==> src/rtl/irq_vec_pkg.sv <==
package irq_vec_pkg;

    typedef enum logic [1:0] {
        SRC_EDGE  = 2'd0,
        SRC_LEVEL = 2'd1,
        SRC_SOFT  = 2'd2
    } src_kind_e;

    typedef enum logic [1:0] {
        ST_IDLE    = 2'd0,
        ST_GRANT   = 2'd1,
        ST_REJECT  = 2'd2,
        ST_RELEASE = 2'd3
    } ack_state_e;

    localparam int CTL_PEND_BIT = 7;
    localparam int CTL_LIVE_BIT = 6;
    localparam int CTL_VSEL_BIT = 4;
    localparam int CTL_EN_BIT   = 3;
    localparam int GCTL_GIE_BIT = 4;

endpackage

==> src/rtl/irq_src_slot.sv <==
module irq_src_slot
    import irq_vec_pkg::*;
#(
    parameter src_kind_e KIND     = SRC_LEVEL,
    parameter bit        HAS_VSEL = 1'b0,
    parameter bit        HAS_LIVE = 1'b0,
    parameter int        LVL_W    = 3,
    parameter int        DATA_W   = 8
) (
    input  logic              clk,
    input  logic              rst_n,
    input  logic              src,
    input  logic              wr_hit,
    input  logic [DATA_W-1:0] wr_data,
    output logic              pend,
    output logic              en,
    output logic [LVL_W-1:0]  lvl,
    output logic              vsel,
    output logic [DATA_W-1:0] rd_byte
);

    logic             en_q;
    logic [LVL_W-1:0] lvl_q;
    logic             vsel_q;
    logic             clr_req;

    assign clr_req = wr_hit && wr_data[CTL_PEND_BIT];

    // Configuration fields: enable, level, optional vector select.
    always_ff @(posedge clk or negedge rst_n) begin
        if (!rst_n) begin
            en_q   <= 1'b0;
            lvl_q  <= '0;
            vsel_q <= 1'b0;
        end else if (wr_hit) begin
            en_q   <= wr_data[CTL_EN_BIT];
            lvl_q  <= wr_data[LVL_W-1:0];
            vsel_q <= HAS_VSEL ? wr_data[CTL_VSEL_BIT] : 1'b0;
        end
    end

    generate
        if (KIND == SRC_EDGE) begin : g_edge
            logic prev_q;
            logic pend_q;
            logic rise;

            assign rise = src && !prev_q;

            always_ff @(posedge clk or negedge rst_n) begin
                if (!rst_n) begin
                    prev_q <= 1'b0;
                    pend_q <= 1'b0;
                end else begin
                    prev_q <= src;
                    if (rise)
                        pend_q <= 1'b1;
                    else if (clr_req)
                        pend_q <= 1'b0;
                end
            end
            assign pend = pend_q;

            AST_EDGE_SETS: assert property (@(posedge clk) disable iff (!rst_n)
                (src && !prev_q) |=> pend);
            AST_EDGE_HOLDS: assert property (@(posedge clk) disable iff (!rst_n)
                (pend && !clr_req) |=> pend);
        end else if (KIND == SRC_SOFT) begin : g_soft
            logic pend_q;
            logic unused_src;

            assign unused_src = src;

            always_ff @(posedge clk or negedge rst_n) begin
                if (!rst_n)
                    pend_q <= 1'b0;
                else if (clr_req)
                    pend_q <= 1'b0;
                else if (wr_hit && wr_data[CTL_EN_BIT])
                    pend_q <= 1'b1;
            end
            assign pend = pend_q;

            AST_SOFT_CLEARS: assert property (@(posedge clk) disable iff (!rst_n)
                clr_req |=> !pend);
        end else begin : g_level
            assign pend = src;
        end
    endgenerate

    logic [1:0] unused_wr;
    assign unused_wr = wr_data[CTL_LIVE_BIT:CTL_VSEL_BIT+1];

    assign en   = en_q;
    assign lvl  = lvl_q;
    assign vsel = vsel_q;

    always_comb begin
        rd_byte                = '0;
        rd_byte[CTL_PEND_BIT]  = pend;
        rd_byte[CTL_LIVE_BIT]  = HAS_LIVE ? src : 1'b0;
        rd_byte[CTL_VSEL_BIT]  = vsel_q;
        rd_byte[CTL_EN_BIT]    = en_q;
        rd_byte[LVL_W-1:0]     = lvl_q;
    end

endmodule

==> src/rtl/irq_prio_sel.sv <==
module irq_prio_sel #(
    parameter int NSRC  = 12,
    parameter int LVL_W = 3,
    parameter int IDX_W = $clog2(NSRC)
) (
    input  logic                       clk,
    input  logic                       rst_n,
    input  logic [NSRC-1:0]            qual,
    input  logic [NSRC-1:0][LVL_W-1:0] lvl,
    output logic [LVL_W-1:0]           out_lvl,
    output logic [IDX_W-1:0]           win_idx
);

    // Scan from the top index down; ">=" lets a lower index take a tie.
    always_comb begin
        out_lvl = '0;
        win_idx = '0;
        for (int i = NSRC - 1; i >= 0; i--) begin
            if (qual[i] && (lvl[i] != '0) && (lvl[i] >= out_lvl)) begin
                out_lvl = lvl[i];
                win_idx = IDX_W'(i);
            end
        end
    end

    generate
        for (genvar g = 0; g < NSRC; g++) begin : g_chk
            AST_PRIO_MAX: assert property (@(posedge clk) disable iff (!rst_n)
                qual[g] |-> (lvl[g] <= out_lvl));
        end
    endgenerate

endmodule

==> src/rtl/irq_ack_fsm.sv <==
module irq_ack_fsm
    import irq_vec_pkg::*;
#(
    parameter int LVL_W  = 3,
    parameter int DATA_W = 8,
    parameter int IDX_W  = 4
) (
    input  logic              clk,
    input  logic              rst_n,
    input  logic              iack_req,
    input  logic [LVL_W-1:0]  iack_lvl,
    input  logic [LVL_W-1:0]  cur_lvl,
    input  logic [IDX_W-1:0]  win_idx,
    input  logic              win_dev,
    input  logic [DATA_W-1:0] vec_base,
    output logic              ack_valid,
    output logic              ack_spur,
    output logic              ack_devvec,
    output logic [DATA_W-1:0] ack_vector
);

    ack_state_e        state_q, state_d;
    logic              hit;
    logic [DATA_W-1:0] vec_q;
    logic              dev_q;

    assign hit = (cur_lvl != '0) && (iack_lvl == cur_lvl);

    always_comb begin
        state_d = state_q;
        unique case (state_q)
            ST_IDLE:    if (iack_req) state_d = hit ? ST_GRANT : ST_REJECT;
            ST_GRANT:   state_d = ST_RELEASE;
            ST_REJECT:  state_d = ST_RELEASE;
            ST_RELEASE: if (!iack_req) state_d = ST_IDLE;
            default:    state_d = ST_IDLE;
        endcase
    end

    // State register
    always_ff @(posedge clk or negedge rst_n) begin
        if (!rst_n)
            state_q <= ST_IDLE;
        else
            state_q <= state_d;
    end

    // Winner capture on entry to ST_GRANT
    always_ff @(posedge clk or negedge rst_n) begin
        if (!rst_n) begin
            vec_q <= '0;
            dev_q <= 1'b0;
        end else if (state_q == ST_IDLE && iack_req && hit) begin
            vec_q <= win_dev ? '0 : (vec_base + DATA_W'(win_idx));
            dev_q <= win_dev;
        end
    end

    // Outputs
    always_comb begin
        ack_valid  = 1'b0;
        ack_spur   = 1'b0;
        ack_devvec = 1'b0;
        ack_vector = '0;
        unique case (state_q)
            ST_GRANT: begin
                ack_valid  = 1'b1;
                ack_devvec = dev_q;
                ack_vector = vec_q;
            end
            ST_REJECT:  ack_spur = 1'b1;
            default: ;
        endcase
    end

    AST_ONE_RESPONSE: assert property (@(posedge clk) disable iff (!rst_n)
        $onehot0({ack_valid, ack_spur}));
    AST_GRANT_PULSE: assert property (@(posedge clk) disable iff (!rst_n)
        ack_valid |=> !ack_valid);
    AST_HELD_NO_REPEAT: assert property (@(posedge clk) disable iff (!rst_n)
        ((ack_valid || ack_spur) && iack_req) |=> !(ack_valid || ack_spur));

endmodule

==> src/rtl/irq_vec_ctrl.sv <==
module irq_vec_ctrl
    import irq_vec_pkg::*;
#(
    parameter int          NSRC      = 12,
    parameter int          LVL_W     = 3,
    parameter int          DATA_W    = 8,
    parameter int          ADDR_W    = 4,
    parameter logic [11:0] EDGE_MASK = 12'b0011_0000_0111,
    parameter logic [11:0] SOFT_MASK = 12'b1100_0000_0000,
    parameter logic [11:0] VSEL_MASK = 12'b0000_0000_1000,
    parameter logic [11:0] LIVE_MASK = 12'b0000_0000_0100,
    parameter logic [7:0]  BASE_RST  = 8'h40
) (
    input  logic              clk,
    input  logic              rst_n,
    input  logic [NSRC-1:0]   src_in,
    input  logic              wr_en,
    input  logic [ADDR_W-1:0] wr_addr,
    input  logic [DATA_W-1:0] wr_data,
    input  logic [ADDR_W-1:0] rd_addr,
    output logic [DATA_W-1:0] rd_data,
    output logic [LVL_W-1:0]  irq_lvl,
    input  logic              iack_req,
    input  logic [LVL_W-1:0]  iack_lvl,
    output logic              ack_valid,
    output logic              ack_spur,
    output logic              ack_devvec,
    output logic [DATA_W-1:0] ack_vector
);

    localparam int IDX_W      = $clog2(NSRC);
    localparam int ADDR_GCTL  = NSRC;
    localparam int ADDR_VBASE = NSRC + 1;

    logic                        gie_q;
    logic [DATA_W-1:0]           base_q;
    logic [NSRC-1:0]             pend, en, vsel, dev_sel, qual;
    logic [NSRC-1:0][LVL_W-1:0]  lvl;
    logic [NSRC-1:0][DATA_W-1:0] rd_bytes;
    logic [IDX_W-1:0]            win_idx;

    generate
        for (genvar i = 0; i < NSRC; i++) begin : g_src
            localparam src_kind_e K = SOFT_MASK[i] ? SRC_SOFT :
                                      (EDGE_MASK[i] ? SRC_EDGE : SRC_LEVEL);
            irq_src_slot #(
                .KIND     (K),
                .HAS_VSEL (VSEL_MASK[i]),
                .HAS_LIVE (LIVE_MASK[i]),
                .LVL_W    (LVL_W),
                .DATA_W   (DATA_W)
            ) u_slot (
                .clk     (clk),
                .rst_n   (rst_n),
                .src     (src_in[i]),
                .wr_hit  (wr_en && (wr_addr == ADDR_W'(i))),
                .wr_data (wr_data),
                .pend    (pend[i]),
                .en      (en[i]),
                .lvl     (lvl[i]),
                .vsel    (vsel[i]),
                .rd_byte (rd_bytes[i])
            );
            assign dev_sel[i] = VSEL_MASK[i] && !vsel[i];
        end
    endgenerate

    // Global control and vector base
    always_ff @(posedge clk or negedge rst_n) begin
        if (!rst_n) begin
            gie_q  <= 1'b0;
            base_q <= BASE_RST;
        end else if (wr_en) begin
            if (wr_addr == ADDR_W'(ADDR_GCTL))
                gie_q <= wr_data[GCTL_GIE_BIT];
            if (wr_addr == ADDR_W'(ADDR_VBASE))
                base_q <= wr_data;
        end
    end

    assign qual = pend & en & {NSRC{gie_q}};

    irq_prio_sel #(
        .NSRC  (NSRC),
        .LVL_W (LVL_W),
        .IDX_W (IDX_W)
    ) u_prio (
        .clk     (clk),
        .rst_n   (rst_n),
        .qual    (qual),
        .lvl     (lvl),
        .out_lvl (irq_lvl),
        .win_idx (win_idx)
    );

    irq_ack_fsm #(
        .LVL_W  (LVL_W),
        .DATA_W (DATA_W),
        .IDX_W  (IDX_W)
    ) u_ack (
        .clk        (clk),
        .rst_n      (rst_n),
        .iack_req   (iack_req),
        .iack_lvl   (iack_lvl),
        .cur_lvl    (irq_lvl),
        .win_idx    (win_idx),
        .win_dev    (dev_sel[win_idx]),
        .vec_base   (base_q),
        .ack_valid  (ack_valid),
        .ack_spur   (ack_spur),
        .ack_devvec (ack_devvec),
        .ack_vector (ack_vector)
    );

    // Register read mux
    always_comb begin
        rd_data = '0;
        for (int i = 0; i < NSRC; i++)
            if (rd_addr == ADDR_W'(i))
                rd_data = rd_bytes[i];
        if (rd_addr == ADDR_W'(ADDR_GCTL))
            rd_data[GCTL_GIE_BIT] = gie_q;
        if (rd_addr == ADDR_W'(ADDR_VBASE))
            rd_data = base_q;
    end

    AST_GIE_GATES: assert property (@(posedge clk) disable iff (!rst_n)
        !gie_q |-> (irq_lvl == '0));
    AST_GRANT_MATCHED: assert property (@(posedge clk) disable iff (!rst_n)
        ack_valid |-> ($past(iack_lvl) == $past(irq_lvl) && $past(irq_lvl) != '0));

endmodule

==> config.mk <==
export PLATFORM = sky130hd
export DESIGN_NAME = irq_vec_ctrl
export DESIGN_NICKNAME = d
export VERILOG_FILES = /design/src/rtl/irq_vec_pkg.sv /design/src/rtl/irq_src_slot.sv /design/src/rtl/irq_prio_sel.sv /design/src/rtl/irq_ack_fsm.sv /design/src/rtl/irq_vec_ctrl.sv
export SDC_FILE = /design/constraint.sdc
export NUM_CORES = 1
export LEC_CHECK = 0
export ABC_AREA = 1
export BUFFER_PORTS_ARGS = -buffer_cell sky130_fd_sc_hd__clkbuf_2
export CORE_AREA = 2 2 116 118
export DETAILED_ROUTE_END_ITERATION = 10
export DIE_AREA = 0 0 118 120
export HOLD_SLACK_MARGIN = 0.12
export PLACE_DENSITY = 0.65
export SETUP_SLACK_MARGIN = 0.15
export SLEW_MARGIN = 20
export SYNTH_ARGS = -nofsm -noshare
export SYNTH_HDL_FRONTEND = slang
export SYNTH_SLANG_ARGS = --single-unit
export TNS_END_PERCENT = 1
==> constraint.sdc <==
create_clock -name clk -period 12.52 [get_ports clk]
set_input_delay 1.252 -clock clk [delete_from_list [all_inputs] [get_ports clk]]
set_output_delay 1.252 -clock clk [all_outputs]
set_load 0.1 [all_outputs]
* Word-level counts from Yosys, hierarchy flattened *
Cells that the tools add are included.

operators by class
  mux-type cells = 63
  $add $sub $neg = 1
  bitwise logic cells = 2
  reduce and logical (&&, ||, !) cells = 86
  eq/ne operators = 32
  $lt $le $gt $ge = 13

operators by type and width
  operator              number
  $mux W8               15
  $logic_and A1 B1 Y1   53
  $eq A4 B4 Y1 const B  12
  $mux W4               12
  $reduce_bool A3 Y1    13
  $mux W3               12
  $ge A3 B3 Y1          11
  $eq A4 B3 Y1 const B  8
  $and A12 B12 Y12      2
  $mux W1               19
  $eq A4 B2 Y1 const B  4
  $reduce_bool A2 Y1    7
  $add A8 B4 Y8         1
  $eq A4 B1 Y1 const B  2
  $logic_not A4 Y1      2
  $logic_not A1 Y1      6
  $mux W2               3
  $pmux W2 S3           1
  $reduce_and A2 Y1     3
  $lt A4 B5 Y1 const B  1
  $bmux W1 S4           1
  $eq A2 B2 Y1 const B  2
  $ne A2 B2 Y1 const B  2
  $eq A3 B3 Y1          1
  other kinds (4)       4

word-level totals
  register bits = 81
  input port bits = 35
  logic and storage cells = 239
  output and inout bits = 22

* Logic depth before layout (Yosys ltp) *
Gate-level depths: netlist of the first run.

  depth in word-level cells = 43
  gate-level depth with buffers = 112
  gate-level depth less buffers = 111

* Modules after synthesis *
From an unflattened synthesis of the first run, not the netlist that was laid out.

unflattened totals
  cells, all modules = 1094
  area total of the unflattened synthesis = 7324.5 µm²

by module, submodules not included
  module                                times used  area each (µm²)  seq. area each (µm²)  cells an instance
  irq_prio_sel                          1           1669.1           0.0                   291
  irq_src_slot at g_src[0].u_slot ...   5           304.0            150.1                 34
  irq_vec_ctrl                          1           1491.4           226.5                 293
  irq_src_slot at g_src[4].u_slot ...   4           227.7            100.1                 28
  irq_ack_fsm                           1           903.4            275.3                 131
  irq_src_slot at g_src[10].u_slot ...  2           286.5            125.1                 33
  irq_src_slot at g_src[3].u_slot       1           256.5            125.1                 31

* Worst setup path before layout of the first run *
No wires, ideal clock.

  path kind = register -> output
  start point = register gie_q
  end point = output port irq_lvl[1]
  cell stages (with the launch flop) = 96
  data required time = 11268 ps
  path buffers = 1
  arrival = 10846 ps
  setup slack = 422 ps
  cells stage by stage = dfrtp_1 -> buf_4 -> inv_4 -> nor3_4 -> o31ai_1 -> nor2_1 -> ha_1 -> inv_1 -> nand2_1 -> nand2_1 -> nand2_1 -> nand2_1 -> nand2_1 -> o21ai_0 -> ha_1 -> inv_1 -> nand2_1 -> o21ai_0 -> [60 not listed] -> ha_1 -> inv_1 -> nand2_1 -> o21ai_0 -> inv_1 -> nand2_2 -> nand2_4 -> nand2_4 -> nand2_1 -> nand2_1 -> ha_1 -> a21oi_1 -> o211ai_1 -> nand2_1 -> inv_1 -> nand2_1 -> nand2_1 -> inv_1

between the ends
  longest elaborated chain between the ends = 37
  elaborated cells between the ends (all ways) = 48
  those cells by class = order compare: 11; mux: 12; bitwise: 1; reduce/logical: 24

RTL lines
  what                               line                RTL
  from (decl)                        irq_vec_ctrl.sv:35  logic gie_q;
  from (signal assigned)             irq_vec_ctrl.sv:75  gie_q <= wr_data[GCTL_GIE_BIT];
  $and A12 B12 Y12 *                 irq_vec_ctrl.sv:81  assign qual = pend & en & {NSRC{gie_q}};
  $logic_and A1 B1 Y1 (2 in series)  irq_prio_sel.sv:19  if (qual[i] && (lvl[i] != '0) && (lvl[i] >= out_lvl)) begin
  $mux W3                            irq_prio_sel.sv:19
  $ge A3 B3 Y1                       irq_prio_sel.sv:19
  $logic_and A1 B1 Y1                irq_prio_sel.sv:19
  $mux W3                            irq_prio_sel.sv:19
  $ge A3 B3 Y1                       irq_prio_sel.sv:19
  $logic_and A1 B1 Y1                irq_prio_sel.sv:19
  [20 not listed]                    --
  $logic_and A1 B1 Y1                irq_prio_sel.sv:19
  $mux W3                            irq_prio_sel.sv:19
  $ge A3 B3 Y1                       irq_prio_sel.sv:19
  $logic_and A1 B1 Y1                irq_prio_sel.sv:19
  $mux W3                            irq_prio_sel.sv:19
  $ge A3 B3 Y1                       irq_prio_sel.sv:19
  $logic_and A1 B1 Y1                irq_prio_sel.sv:19
  $mux W3 *                          irq_prio_sel.sv:19
  to (decl)                          irq_vec_ctrl.sv:22  output logic [LVL_W-1:0] irq_lvl,

Every way passes the cells marked *; elsewhere a longest branch is shown, timed or not.

* Worst setup path in the final report of the first run *
  start point = register gie_q
  end point = output port irq_lvl[0]

Same word-level chain as after synthesis.

==> results of run 1 <==
==> sequential cells by signal, summed over array words and instances (netlist names) <==
signal / cells
u_ack.state_q: 2
g_src.u_slot.pend: 7
g_src.u_slot.en: 12
u_ack.vec_q: 8
g_src.u_slot.vsel: 1
u_ack.dev_q: 1
gie_q: 1
g_src.u_slot.g_edge.prev_q: 5
g_src.u_slot.lvl: 36
base_q: 8
==> cell families after synthesis <==
family	count (synthesis)	share of synthesized area
xor gates and xnor gates	5	0.00765
AOI/OAI and AO/OA	164	0.163
DFF	81	0.354
buffers and inverters	136	0.0929
and+or+nand+nor	392	0.317
adders and majority gates	28	0.0625
muxes	1	0.00197
==> where the power goes <==
group	switching [mW]	internal, mW
clock network	0.106	0.145
registers	0.0550	0.319
logic	0.383	0.207
==> through the flow <==
| step | setup slack (ps) | TNS, ps | power (mW) |
|---|---|---|---|
| after global placement | 88.5 | 0 | 0.892 |
| after detailed placement | -53.3 | -144 | 0.902 |
| after global routing | -259 | -809 | 1.30 |
| after floorplan | 422 | 0 | 0.758 |
| after CTS | 162 | 0 | 1.16 |
| final | 542 | 0 | 1.22 |
==> layout by cell type, fill, tap and decap left out, types with 5 or more instances in the layout <==
cell and count:
a21oi_1 27, a21oi_2 9, a31oi_1 7, buf_4 52, clkbuf_16 9, clkbuf_2 50, dfrtp_1 80, ha_1 17
ha_4 9, inv_1 113, inv_2 11, nand2_1 196, nand2_2 37, nand2_4 13, nand3_1 49, nand3_2 15
nand4_1 14, nor2_1 47, o2111ai_1 5, o21ai_0 79, o21ai_1 5, o21ai_2 8, o22ai_1 8
==> worst max-delay path by stage <==
stage	from	endpoint	slack (ps)
finish	gie_q$_DFFE_PN0P_	irq_lvl[0]	540
global route	gie_q$_DFFE_PN0P_	irq_lvl[2]	-260
global placement	g_src[11].u_slot.lvl[0]$_DFFE_PN0P_	irq_lvl[1]	90
floorplan	gie_q$_DFFE_PN0P_	irq_lvl[1]	420
CTS	g_src[11].u_slot.pend$_DFFE_PN0P_	irq_lvl[0]	160
detailed placement	g_src[11].u_slot.lvl[0]$_DFFE_PN0P_	u_ack.vec_q[6]$_DFFE_PN0P_	-50
==> cell type report <==
type | instances | area (um2) | area share
well taps | 176 | 220 | 0.0303
flip-flops and latches | 81 | 2030 | 0.279
inverters | 126 | 475 | 0.0655
repair buffers | 108 | 734 | 0.101
clock buffers | 14 | 264 | 0.0364
clock inverters | 2 | 15.0 | 0.00207
multi-input cells | 590 | 3520 | 0.485
==> metal layers <==
layer	global-route usage	up-vias
met4	0.102	0
met5	0	-
met3	0.0318	32
met1	0.299	2590
met2	0.367	132
li1	-	2864
==> what timing repair did <==
item | CTS | global route
endpoints found under the setup margin | 7 | 14
setup buffers | 3 | 10
gates resized for setup | 14 | 76
pin swaps | 6 | 45
==> key figures, run 1 <==
Clock network
  – CTS tree: yes
  – Hold_buf cts: 0
  – Worst-Skew Late Latency: 350 ps
  – CTS max path bufs: 2
  – CTS Sinks: 81
  – TritonCTS Buffers: 9
  – H-Tree Depth: 3
  – Root Driver: clkbuf_16
  – Clock-pin slew on the worst setup and hold paths: 70 ps

Detailed routing
  – Drt total wl: 15,700 um
  – DR WL met3: 734 um
  – DRT met1 WL: 7180 um
  – DRT Pass-1 Iters: 4
  – Post-DRT Antenna Nets: 0
  – Drt wl/cell: 14.3 um
  – DRC violations left: 0
  – Vias: 5,618
  – Met2 wire length: 7310 um
  – DR iter-0 viols: 301
  – Via density: 5.12
  – Max Used Layer: met4

STA
  – Min Tclk post-route: 11,980 ps
  – Final Hold Vio Count: 0
  – Slew HR: 0.426
  – Max Clk Rate: 0.0835 GHz
  – Final setup violation count: 0
  – Slew Limit Fails: 0
  – Fin crit share: 0.957
  – Worst Max-Slew Pin Slew: 857 ps
  – RSZ-0062 raised after global routing: yes
  – Clk_skew: 8.54 ps
  – Hold slack: 418 ps

Logic synthesis
  – Mapped Area: 0.00572 mm2
  – Synth Instances: 807
  – Top post-synthesis cells by area: dfrtp_1 (35%), nand2_1 (14%), o21ai_0 (8.0%)
  – Post-synth EDFFs: 0
  – Syn_nets: 870
  – Most instantiated cells after synthesis: nand2_1 (214), inv_1 (118), o21ai_0 (92)
  – Synth Flop Type: dfrtp_1
  – Syn Area/Cell: 7.09 um2
  – Count leader, synth: nand2_1
  – Cell taking the most area after synthesis: dfrtp_1
  – Top cell type's share of synthesized area: 0.350
  – #FFs+latches synth: 81
  – Warnings, synthesis: 0
  – Async S/R FF share, synth: 1.00
  – Fraction of the yosys area taken by sequential cells: 0.354
  – Yosys cell types: 47

Final layout
  – Layout fillers: 1,238
  – Layout Cells excl Fill: 1,097
  – Area growth, synth to finish: 26.8%
  – Share of cells above drive strength 1: 0.265
  – Design Area, Final: 0.00726 mm2
  – # nets final: 979
  – Ant. Diodes: 0
  – End-of-flow core utilization: 0.559

Setup path
  – Crit-path max cell delay: 390 ps
  – Crit end category: output port
  – Cells on worst reg2reg path: 106
  – CP delay by family, top: simple AND/OR/NAND/NOR gates
  – Critical R2R Capture: u_ack.vec_q[7]$_DFFE_PN0P_
  – Max FO, Critical Path: 6
  – Buf/Inv on CP: 17
  – Critical Path RT: 11,270 ps
  – R2R setup slack: 880 ps
  – FF-to-FF Start: gie_q$_DFFE_PN0P_
  – Slowest CP cell: dfrtp_1
  – Kind of critical path: flop to output port
  – Crit-path most repeated cell: nand2_2
  – Critical Path Start Type: flop
  – CP Depth: 95
  – Critical Path AT: 10,730 ps

Worst hold path
  – HP Class: flop to flop
  – Hold Path Cell Cnt: 1
  – Worst hold start: g_src[9].u_slot.g_edge.prev_q$_DFF_PN0_
  – Hold path endpoint: g_src[9].u_slot.pend$_DFFE_PN0P_

Run
  – Max cap viols: 0

Run status
  – Status: complete, no violations

Placed design
  – GPL Wtd Cong: 0.886
  – Placed Area: 0.00651 mm2
  – DP HPWL: 11,700 um
  – Placed Cells: 1,068
  – Number of port buffers: 54

Floorplanning
  – # IOs: 57
  – DIE HEIGHT: 120 um
  – Die Width: 118 um
  – Initial core utilization: 0.441
  – Row count: 42
  – Die ar.: 0.0142 mm2
  – Core Region: 0.0130 mm2

GRT
  – Largest net degree at the start of global routing: 82
  – Initial antenna violation count: 0
  – Vias in the first global route: 5,178
  – Grt ovf: 0
  – GRT Overall Usage: 0.226
  – First-pass GRT wire length: 25,300 um

Power and ir drop
  – Lkg Pwr: 3.66 nW
  – Pwr Density: 167 mW/mm2
  – Max VDD drop: 0.105 mV
(Power assumes the default switching activity.)
==> run 2, diff against run 1 <==
--- a/config.mk
+++ b/config.mk
@@ -8,10 +8,10 @@
 export ABC_AREA = 1
 export BUFFER_PORTS_ARGS = -buffer_cell sky130_fd_sc_hd__clkbuf_2
 export CORE_AREA = 2 2 116 118
+export CTS_CLUSTER_SIZE = 10
 export DETAILED_ROUTE_END_ITERATION = 10
 export DIE_AREA = 0 0 118 120
 export HOLD_SLACK_MARGIN = 0.12
-export PLACE_DENSITY = 0.65
 export SETUP_SLACK_MARGIN = 0.15
 export SLEW_MARGIN = 20
 export SYNTH_ARGS = -nofsm -noshare
==> constraint.sdc (replaced) <==
create_clock -name clk -period 13.6 [get_ports clk]
set_input_delay 2.72 -clock clk [delete_from_list [all_inputs] [get_ports clk]]
set_output_delay 2.72 -clock clk [all_outputs]
set_load 0.1 [all_outputs]
==> run 2 against run 1 <==
Sequential share of layout area decreased by 0.98 points; clock-buffer cell count decreased by 3; final cell count increased by 3.1%; non-clock buffer count increased by 34; via count increased by 5.3%; total power decreased by 4.1%; hold slack improved by 4.1 ps; die area unchanged; first-iteration DRC count increased by 26%; clock skew decreased by 0.64 ps; combinational power about the same; critical path type unchanged; largest cell class unchanged; highest routed layer unchanged.
==> key figures, run 2 (synthesis results as in run 1) <==
Run status
  – Status: complete, no violations (unchanged)

Floorplanning
  – Row count: 42 (unchanged)
  – # IOs: 57 (unchanged)
  – Initial core utilization: 0.441 (unchanged)
  – Die ar.: 0.0142 mm2 (unchanged)
  – DIE HEIGHT: 120 um (unchanged)
  – Die Width: 118 um (unchanged)
  – Core Region: 0.0130 mm2 (unchanged)

Placed design
  – Number of port buffers: 54 (unchanged)
  – DP HPWL: 12,400 um (was 11,700 um)
  – GPL Wtd Cong: 0.944 (was 0.886)
  – Place WS: -642 ps (was -53.3 ps)

Setup path
  – Slowest CP cell: dfrtp_1 (unchanged)
  – Critical Path Start Type: flop (unchanged)
  – Kind of critical path: flop to output port (unchanged)
  – Crit-path most repeated cell: nand2_2 (unchanged)
  – Crit end category: output port (unchanged)
  – Critical Path AT: 10,870 ps (was 10,730 ps)
  – Max FO, Critical Path: 6 (unchanged)
  – Crit-path max cell delay: 390 ps (about the same)
  – Critical Path RT: 10,880 ps (was 11,270 ps)

Detailed routing
  – DR iter-0 viols: 378 (was 301)
  – Drt total wl: 17,200 um (was 15,700 um)
  – Post-DRT Antenna Nets: 0 (unchanged)
  – DRC violations left: 0 (unchanged)
  – Drt wl/cell: 15.2 um (was 14.3 um)
  – Via density: 5.23 (was 5.12)
  – DRT Pass-1 Iters: 5 (was 4)
  – Vias: 5,915 (was 5,618)

GRT
  – Grt ovf: 0 (unchanged)
  – Largest net degree at the start of global routing: 82 (unchanged)
  – GRT Overall Usage: 0.243 (was 0.226)
  – Initial antenna violation count: 0 (unchanged)
  – Vias in the first global route: 5,701 (was 5,178)
  – First-pass GRT wire length: 27,600 um (was 25,300 um)

STA
  – Max Clk Rate: 0.0736 GHz
  – Worst Max-Slew Pin Slew: 766 ps (was 857 ps)
  – Clk_skew: 7.89 ps (was 8.54 ps)
  – Final Hold Vio Count: 0 (unchanged)
  – Slew HR: 0.489 (was 0.426)
  – Final setup violation count: 0 (unchanged)
  – Fin worst setup slack: 7.35 ps (was 542 ps)
  – Slew Limit Fails: 0 (unchanged)
  – Setup TNS: 0 ps (unchanged)
  – Min Tclk post-route: 13,590 ps
  – Fin crit share: 0.999
  – RSZ-0062 raised after global routing: yes (unchanged)

Final layout
  – Share of cells above drive strength 1: 0.306 (was 0.265)
  – Layout fillers: 1,221 (was 1,238)
  – Most common cell after layout, fill and taps aside: nand2_1 (unchanged)
  – Number of flip-flops under the largest register name: 36 (unchanged)
  – Area growth, synth to finish: 31.4% (was 26.8%)
  – Ant. Diodes: 0 (unchanged)
  – Most frequent cells in the layout: nand2_1 (187), inv_1 (108), buf_4 (84), o21ai_0 (80), dfrtp_1 (80) (was nand2_1 (196), inv_1 (113), dfrtp_1 (80), o21ai_0 (79), buf_4 (52))
  – # nets final: 1,013 (was 979)
  – Reg with most FFs: g_src.u_slot.lvl (unchanged)

Clock network
  – Worst-Skew Late Latency: 350 ps (about the same)
  – CTS tree: yes (unchanged)
  – TritonCTS Buffers: 9 (unchanged)
  – CTS Sinks: 81 (unchanged)
  – Clock-pin slew on the worst setup and hold paths: 70 ps (about the same)
  – Root Driver: clkbuf_16 (unchanged)
  – CTS max path bufs: 2 (unchanged)
  – H-Tree Depth: 3 (unchanged)

Power and ir drop
  – Combinational share of power: 0.504 (was 0.486)
  – Flop pwr share: 0.294 (was 0.307)
  – Max VDD drop: 0.0569 mV (was 0.105 mV)
  – Internal: 640 uW (was 671 uW)
  – Lkg Pwr: 3.83 nW (was 3.66 nW)
  – Sw Share: 0.451 (was 0.448)
  – Clock power share: 0.203 (was 0.207)
  – Pwr Density: 155 mW/mm2 (was 167 mW/mm2)
  – Net Sw Power: 525 uW (was 544 uW)

Run
  – Max cap viols: 0 (unchanged)

Worst hold path
  – HP Class: flop to flop (unchanged)
run 2: per-layer routing:
layer	vias up	global-route usage	share of wire
li1	2931	-	-
met1	2825	0.302	0.44
met2	138	0.438	0.51
met3	21	0.0271	0.035
met4	0	0.0813	0.018
met5	-	0	0
run 2: what timing repair did:
item,CTS,global route
pin swaps,38,65
hold buffers,0,0
setup buffers,30,17
setup endpoints to repair,3,3
resized for setup,52,53
cloned,0,0
run 2: through the flow:
stage	power [mW]	hold WS, ps	util	cells	instance area (um2)
global route	1.24	457	0.580	1131	7520
global placement	0.813	407	0.502	1068	6520
floorplan	0.699	400	-	807	5730
CTS	1.11	429	0.551	1114	7150
finish	1.17	423	0.580	1131	7520
detailed placement	0.832	421	0.502	1068	6520
run 2: worst max-delay path: cells and delay by family, from the launching register on:
family / cells / cell delay [ps]
simple gates: 50 / 4090
fa+ha+maj: 11 / 3010
compound gates: 19 / 1720
buf+inv: 17 / 1300
flops: 1 / 390
run 2: cell type report:
| type | count | area, um2 | share of cell area |
|---|---|---|---|
| timing repair buffer | 142 | 997 | 0.133 |
| sequential | 81 | 2030 | 0.270 |
| inverter | 126 | 482 | 0.0640 |
| tap | 176 | 220 | 0.0293 |
| clock buffer | 11 | 243 | 0.0323 |
| multi-input combinational | 590 | 3510 | 0.467 |
| clock inverter | 5 | 40.0 | 0.00532 |
run 2: final timing paths:
check,from,end,slack [ps],cells after the start
max,gie_q$_DFFE_PN0P_,irq_lvl[1],7,97
min,g_src[9].u_slot.g_edge.prev_q$_DFF_PN0_,g_src[9].u_slot.pend$_DFFE_PN0P_,420,1
max reg2reg,gie_q$_DFFE_PN0P_,u_ack.vec_q[7]$_DFFE_PN0P_,1620,108
min reg2reg,g_src[9].u_slot.g_edge.prev_q$_DFF_PN0_,g_src[9].u_slot.pend$_DFFE_PN0P_,420,1
max in group asynchronous,rst_n,u_ack.vec_q[7]$_DFFE_PN0P_,10660,1
min in group asynchronous,rst_n,g_src[4].u_slot.lvl[0]$_DFFE_PN0P_,2410,1
run 2: power by group through the flow:
stage	logic, mW	clock network (mW)	registers [mW]
after detailed placement	0.489	0	0.343
after global placement	0.473	0	0.341
after CTS	0.529	0.239	0.340
after floorplan	0.369	0	0.329
after global routing	0.642	0.248	0.350
final	0.587	0.236	0.342
